## src/rtl/johnson_pkg.sv

```systemverilog
package johnson_pkg;
  parameter int unsigned DEF_STAGES = 5;

  typedef enum logic [1:0] {
    RA_HOLD   = 2'd0,
    RA_SHIFT  = 2'd1,
    RA_RESYNC = 2'd2
  } ring_act_e;
endpackage

```

## src/rtl/johnson_ring.sv

```systemverilog
module johnson_ring
  import johnson_pkg::*;
#(
  parameter int unsigned STAGES = DEF_STAGES
) (
  input  logic              clk,
  input  logic              clr,
  input  logic              hold,
  output logic [STAGES-1:0] ring_q,
  output logic              ring_bad
);
  localparam int unsigned EDGES = STAGES - 1;

  logic [STAGES-1:0] state_q;
  logic [STAGES-1:0] state_d;
  logic [EDGES-1:0]  boundary;
  ring_act_e         act;

  // A legal Johnson word has at most one boundary between neighbouring bits.
  always_comb begin
    for (int i = 0; i < int'(EDGES); i++) begin
      boundary[i] = state_q[i+1] ^ state_q[i];
    end
  end

  assign ring_bad = ($countones(boundary) > 1);

  always_comb begin
    if (hold)          act = RA_HOLD;
    else if (ring_bad) act = RA_RESYNC;
    else               act = RA_SHIFT;
  end

  always_comb begin
    unique case (act)
      RA_SHIFT:  state_d = {state_q[STAGES-2:0], ~state_q[STAGES-1]};
      RA_RESYNC: state_d = '0;
      default:   state_d = state_q;
    endcase
  end

  always_ff @(posedge clk or posedge clr) begin
    if (clr) state_q <= '0;
    else     state_q <= state_d;
  end

  assign ring_q = state_q;

  AST_HOLD_STATE: assert property (@(posedge clk) disable iff (clr) hold |=> $stable(state_q));
  AST_RESYNC_ZERO: assert property (@(posedge clk) disable iff (clr) (!hold && ring_bad) |=> (state_q == '0));
endmodule

```

## src/rtl/johnson_decode.sv

```systemverilog
module johnson_decode #(
  parameter int unsigned STAGES = johnson_pkg::DEF_STAGES
) (
  input  logic [STAGES-1:0]   ring_q,
  output logic [2*STAGES-1:0] hot
);
  localparam int unsigned COUNTS = 2 * STAGES;

  for (genvar k = 0; k < COUNTS; k++) begin : g_tap
    if (k == 0) begin : g_zero
      assign hot[k] = ~ring_q[0] & ~ring_q[STAGES-1];
    end else if (k < STAGES) begin : g_fill
      assign hot[k] = ring_q[k-1] & ~ring_q[k];
    end else if (k == STAGES) begin : g_full
      assign hot[k] = ring_q[0] & ring_q[STAGES-1];
    end else begin : g_drain
      assign hot[k] = ~ring_q[k-STAGES-1] & ring_q[k-STAGES];
    end
  end
endmodule

```

## src/rtl/johnson_decade.sv

```systemverilog
module johnson_decade
  import johnson_pkg::*;
#(
  parameter int unsigned STAGES = DEF_STAGES
) (
  input  logic                clk,
  input  logic                clr,
  input  logic                hold,
  output logic [2*STAGES-1:0] count_hot,
  output logic                carry_out
);
  localparam int unsigned COUNTS = 2 * STAGES;
  localparam int unsigned LAST   = COUNTS - 1;

  logic [STAGES-1:0] ring_q;
  logic              ring_bad;

  johnson_ring #(.STAGES(STAGES)) u_ring (
    .clk      (clk),
    .clr      (clr),
    .hold     (hold),
    .ring_q   (ring_q),
    .ring_bad (ring_bad)
  );

  johnson_decode #(.STAGES(STAGES)) u_dec (
    .ring_q (ring_q),
    .hot    (count_hot)
  );

  // Last stage is low for the first half of the cycle.
  assign carry_out = ~ring_q[STAGES-1];

  always @(posedge clk) begin
    if (clr) begin
      AST_CLEAR_ZERO: assert (count_hot == COUNTS'(1) && carry_out);
    end
  end

  AST_ONE_HOT: assert property (@(posedge clk) disable iff (clr || ring_bad) $onehot(count_hot));
  AST_WRAP: assert property (@(posedge clk) disable iff (clr) (!hold && !ring_bad && count_hot[LAST]) |=> count_hot[0]);
  AST_CARRY_RISE: assert property (@(posedge clk) disable iff (clr) $rose(carry_out) |-> count_hot[0]);
  AST_CARRY_HALF: assert property (@(posedge clk) disable iff (clr || ring_bad) carry_out == (|count_hot[STAGES-1:0]));
endmodule

```

## config.mk

```make
export PLATFORM = sky130hd
export DESIGN_NAME = johnson_decade
export DESIGN_NICKNAME = d
export VERILOG_FILES = /design/src/rtl/johnson_pkg.sv /design/src/rtl/johnson_ring.sv /design/src/rtl/johnson_decode.sv /design/src/rtl/johnson_decade.sv
export SDC_FILE = /design/constraint.sdc
export NUM_CORES = 1
export LEC_CHECK = 0
export BUFFER_PORTS_ARGS = -buffer_cell sky130_fd_sc_hd__buf_2
export CAP_MARGIN = 20
export CORE_MARGIN = 3
export CORE_UTILIZATION = 30
export CTS_BUF_LIST = sky130_fd_sc_hd__clkbuf_8
export CTS_CLUSTER_SIZE = 12
export DETAILED_ROUTE_END_ITERATION = 8
export PLACE_DENSITY = 0.49
export RECOVER_POWER = 50
export SLEW_MARGIN = 10
export SYNTH_ARGS = -nofsm -noshare
export SYNTH_HDL_FRONTEND = slang
export SYNTH_SLANG_ARGS = --single-unit
```

## constraint.sdc

```tcl
create_clock -name clk -period 3 [get_ports clk]
set_input_delay 0 -clock clk [delete_from_list [all_inputs] [get_ports clk]]
set_output_delay 0 -clock clk [all_outputs]
set_load 0.02 [all_outputs]
```

# Yosys cells after proc, flatten, opt, wreduce, memory -nomap -nowiden
# Index checks and enable logic that the tools add are counted.
op_classes:
  n_mux: 3
  reduce_logical: 1
  magnitude_cmp: 1
  bitwise_logic: 19
  eq_ne: 2
  addsub: 3
ops:
  columns: ["op", "count"]
  rows:
  - ["$add 32x32->32", 1]
  - ["$gt 32x2->1 const B", 1]
  - ["$and 1x1->1", 10]
  - ["$pmux 5 s2", 1]
  - ["$not 1->1", 5]
  - ["$add 1x1->2", 2]
  - ["$mux 2", 2]
  - ["$xor 1x1->1", 4]
  - ["$eq 2x1->1 const B", 1]
  - ["$eq 2x2->1 const B", 1]
  - ["$reduce_bool 2->1", 1]
totals:
  ff_bits: 5
  inputBits: 3

# Longest topological paths before layout
logic_depth:
  word_depth: 8
  depth_mapped: 7
  ltp_nobuf: 7

# Modules after synthesis
# From an unflattened synthesis, not the netlist that was laid out.
hier_totals:
  cells_unflattened: 40
  area_unflattened_um2: 364.1
modules_own_cells:
  columns: ["module", "seq_area_each_um2", "area_each_um2", "cells_each", "instances"]
  rows:
  - ["johnson_ring", 125.1, 295.3, 29, 1]
  - ["johnson_decode", 0.0, 65.1, 10, 1]
  - ["johnson_decade", 0.0, 3.8, 1, 1]

# Least setup slack after synthesis
# OpenSTA, ideal clock, no wires.
synth_timing:
  path_kind: "register to register"
  startpoint: "register u_ring.state_q[0] (netlist: u_ring.ring_q[0])"
  endpoint: "register u_ring.state_q[2] (netlist: u_ring.ring_q[2])"
  required_time_ps: 2890
  arrival_time_ps: 1981
  slack_ps: 909
  setup_time_ps: 110
  period_less_slack_ps: 2091
  path_stages_with_launch: 8
  n_path_buf: 0
  cell_sequence: "dfrtp_1 > inv_1 > ha_1 > inv_1 > ha_1 > and2_1 > fa_1 > o41ai_1"
synth_via:
  elab_chain_len: 8
  word_cells_on_any_way: 10
synth_rtl:
  columns: ["element", "line_no", "rtl"]
  rows:
  - ["start: declaration", "johnson_ring.sv:14", "logic [STAGES-1:0] state_q;"]
  - ["start signal: assignment", "johnson_ring.sv:44", "else state_q <= state_d;"]
  - ["$xor 1x1->1 *", "johnson_ring.sv:22", "boundary[i] = state_q[i+1] ^ state_q[i];"]
  - ["$add 1x1->2 (not written as such) *", "johnson_ring.sv:26", "assign ring_bad = ($countones(boundary) > 1);"]
  - ["$add 32x32->32 (not written as such) *", "johnson_ring.sv:26", null]
  - ["$gt 32x2->1 *", "johnson_ring.sv:26", null]
  - ["$mux 2 *", "johnson_ring.sv:30", "else if (ring_bad) act = RA_RESYNC;"]
  - ["$mux 2 *", "johnson_ring.sv:29", "if (hold) act = RA_HOLD;"]
  - ["$eq 2x2->1 / $eq 2x1->1 (equally long branches)", "johnson_ring.sv:35", "unique case (act)"]
  - ["$pmux 5 s2 / $reduce_bool 2->1 (equally long branches)", null, null]
# Every way passes the cells marked *; elsewhere a longest branch is shown, timed or not.
# A chain may end at the register's enable or synchronous reset.

# Worst setup path after layout
layout_timing:
  startpoint: "register u_ring.state_q[1] (netlist: u_ring.ring_q[1])"
  endpoint: "register u_ring.state_q[4] (netlist: u_ring.ring_q[4])"
layout_via:
  elab_chain_len: 8
  word_cells_on_any_way: 11
layout_rtl:
  columns: ["element", "line_no"]
  rows:
  - ["$xor 1x1->1", "johnson_ring.sv:22"]
  - ["$add 1x1->2 (not written as such) *", "johnson_ring.sv:26"]
  - ["$add 32x32->32 (not written as such) *", "johnson_ring.sv:26"]
  - ["$gt 32x2->1 *", "johnson_ring.sv:26"]
  - ["$mux 2 *", "johnson_ring.sv:30"]
  - ["$mux 2 *", "johnson_ring.sv:29"]
  - ["$eq 2x2->1 / $eq 2x1->1 (equally long branches)", "johnson_ring.sv:35"]
  - ["$pmux 5 s2 / $reduce_bool 2->1 (equally long branches)", null]
# Marks and branches as above.

==> run_results.csv <==
group,metric,value,unit
status,status,"completed",
place,dpl.hpwl,678,um
clock_network,worstSkewPairLatency,0.22,ns
setup_path,r2r-start,"u_ring.ring_q[1]",
timing,whs,0.0951,ns
drt,wl_per_cell,11.9,um
grt,grt_max_degree,11,
setup_path,rrSetupSlack,0.71,ns
timing,min_period_over_period,76.4,%
grt,grt_pass1_vias,306,
layout,final_area,523,um^2
synthesis,ys_seq_area_share,31.5,%
floorplanning,io_pins,14,
setup_path,critical_path_class,"register to register",
timing,tightest_slew,0.302,ns
grt,grt_antenna_before_repair,0,
power,power_density,1140,nW/um^2
synthesis,synthesis.area,397,um^2
setup_path,required,3.10,ns
timing,setup_tns,0,ns
layout,fill_cells,127,
clock_network,clock_tree.buffer_depth,2,
power,sequentialPowerShare,21.8,%
power,vdd_drop_max,0.000423,V
place,postPlaceCellArea,474,um^2
clock_network,cts-root-buf,"clkbuf_8",
timing,fmax,436,MHz
clock_network,clkSlewWorstSetupHoldPaths,0.03,ns
grt,grt_pass1_wl,1280,um
run,drv_cap,0,
power,p_sw,286,uW
floorplanning,start_util,33.9,%
layout,nets,70,
layout,antenna_cells,0,
clock_network,clkSinkCount,5,
drt,drtPass1Iterations,3,
synthesis,synth_warnings,0,
synthesis,synth_compound_area_share,14.8,%
power,power_frac_clock,19.9,%
synthesis,synth-seq-cells,5,
floorplanning,die-area,1790,um^2
layout,layout-drive-gt1-share,25.0,%
power,p_sw_share,48.2,%
worst_hold_path,hold_start,"hold",
power,comb_power_share,58.3,%
power,power_leakage,0.000293,uW
synthesis,synth_adder_area_share,33.4,%
timing,rsz0062_at_grt,"no",
timing,report.final.slew_viol_count,0,
worst_hold_path,min_to,"u_ring.ring_q[3]",
synthesis,synthCells,39,
clock_network,cts_setup_buffers,0,
floorplanning,core.rowCount,12,
timing,finalClockSkew,0.000493,ns
timing,setup_violations,0,
grt,grt_util_all_layers,9.73,%
clock_network,cts_tree,"built",
setup_path,start_kind,"register",
timing,max_slew_margin,79.6,%
synthesis,syn_nets,52,
setup_path,rr_worst_depth,7,
floorplanning,coreArea,1170,um^2
place,gp_congestion,0.700,
timing,hold_viol_final,0,
setup_path,cp_max_fo,5,
drt,drtIter0Drc,5,
clock_network,cts_buffers,3,
grt,overflow,0,
timing,post-route-min-period,2.29,ns
worst_hold_path,hold_depth,2,
drt,num_vias,326,
drt,wirelength,830,um
synthesis,synth-simple-area-share,9.15,%
drt,drc_errors,0,
setup_path,cp.arrival,2.39,ns
power,intPower,308,uW
synthesis,synth_top_family_by_area,"adder cells",
floorplanning,die_w,42.4,um
synthesis,yosys.area_share.xor_xnor,2.21,%
synthesis,syn_avg_cell_area,10.2,um^2
floorplanning,die_h,42.4,um
synthesis,ys_types,12,
layout,area_growth,31.9,%
worst_hold_path,holdCritPathClass,"input port to register",
drt,vias_per_cell,4.66,
place,io_buffers,13,
drt,drtAntennaViolNets,0,
setup_path,critPathCaptureType,"register",
layout,largest_reg_flops,5,
clock_network,h-tree-depth,1,
setup_path,r2r-end,"u_ring.ring_q[4]",
synthesis,synth_mux_area_share,0,%
-- placed cells by master, fill, tap and decap left out --
| master | instances |
|---|---|
| o41ai_2 | 2 |
| inv_1 | 8 |
| ha_1 | 9 |
| dlygate4sd3_1 | 1 |
| nand2_1 | 5 |
| fa_1 | 1 |
| and2_1 | 1 |
| clkbuf_1 | 5 |
| clkbuf_8 | 3 |
| o41ai_1 | 3 |
| xor2_1 | 1 |
| nor2_1 | 3 |
| inv_2 | 1 |
| buf_2 | 8 |
| dfrtp_1 | 5 |
-- layer usage --
layer | track usage, % | up-vias | share of wire (%)
li1 | - | 161 | -
met1 | 10.3 | 150 | 41
met2 | 15.2 | 13 | 48
met3 | 2.58 | 2 | 9.0
met4 | 9.32 | 0 | 1.9
met5 | 0 | - | 0
-- worst max path at each step --
| stage | from | to | slack (ns) | cells after the start |
|---|---|---|---|---|
| global route | u_ring.ring_q[0] | u_ring.ring_q[4] | 0.54 | 7 |
| global placement | u_ring.ring_q[0] | u_ring.ring_q[2] | 0.77 | 7 |
| detailed placement | u_ring.ring_q[1] | u_ring.ring_q[2] | 0.73 | 7 |
| CTS | u_ring.ring_q[1] | u_ring.ring_q[4] | 0.67 | 7 |
| floorplan | u_ring.ring_q[0] | u_ring.ring_q[2] | 0.91 | 7 |
| finish | u_ring.ring_q[1] | u_ring.ring_q[4] | 0.71 | 7 |
-- power by group through the flow --
| stage | Clock (uW) | Sequential (uW) | Combinational, uW |
|---|---|---|---|
| floorplan | 0 | 120 | 282 |
| global placement | 0 | 129 | 345 |
| detailed placement | 0 | 130 | 358 |
| CTS | 123 | 129 | 364 |
| global route | 128 | 133 | 394 |
| finish | 118 | 130 | 347 |
-- logic make-up after synthesis --
logic type	Yosys count
AO/OA/AOI/OAI	5
XOR/XNOR	1
adder cells (fa/ha/maj)	10
buffers and inverters	9
flip-flops	5
AND/OR/NAND/NOR	9
-- worst max-delay path, cell delays in order, from the launching register on --
cell and delay (ns):
dfrtp_1 0.40, inv_1 0.10, ha_1 0.29, inv_1 0.04, ha_1 0.25, and2_1 0.15
fa_1 0.54, o41ai_1 0.41
-- synth_stat cells --
| library cell | n | area [um^2] |
|---|---|---|
| and2_1 | 1 | 6.26 |
| buf_2 | 1 | 5.00 |
| dfrtp_1 | 5 | 125 |
| fa_1 | 1 | 20.0 |
| ha_1 | 9 | 113 |
| inv_1 | 7 | 26.3 |
| inv_2 | 1 | 3.75 |
| nand2_1 | 5 | 18.8 |
| nor2_1 | 3 | 11.3 |
| o41ai_1 | 3 | 26.3 |
| o41ai_2 | 2 | 32.5 |
| xor2_1 | 1 | 8.76 |
-- timing repair --
item / in CTS / in global routing
hold buffers: 1 / 0
resized for setup: 0 / 0
endpoints found under the setup margin: 0 / 0
endpoints found under the hold margin: 5 / 0
-- area by class of cell --
cell class	count	area [um^2]	area share, %
clock buffer	3	41.3	7.89
clock inverter	1	3.75	0.718
inverter	8	30.0	5.74
multi-input combinational	25	236	45.2
sequential	5	125	23.9
tap	14	17.5	3.35
timing repair buffer	14	68.8	13.2
-- per-stage QoR --
step | util [%] | instances | setup WS [ns] | total power (uW)
3_3_place_gp | 40.5 | 65 | 0.768 | 474
3_5_place_dp | 40.5 | 65 | 0.734 | 488
5_1_grt | 44.7 | 70 | 0.545 | 656
4_1_cts | 45.2 | 70 | 0.669 | 617
2_1_floorplan | - | 39 | 0.909 | 402
6_report | 44.7 | 70 | 0.708 | 594
Note: power is estimated with default switching activity, not from simulation.
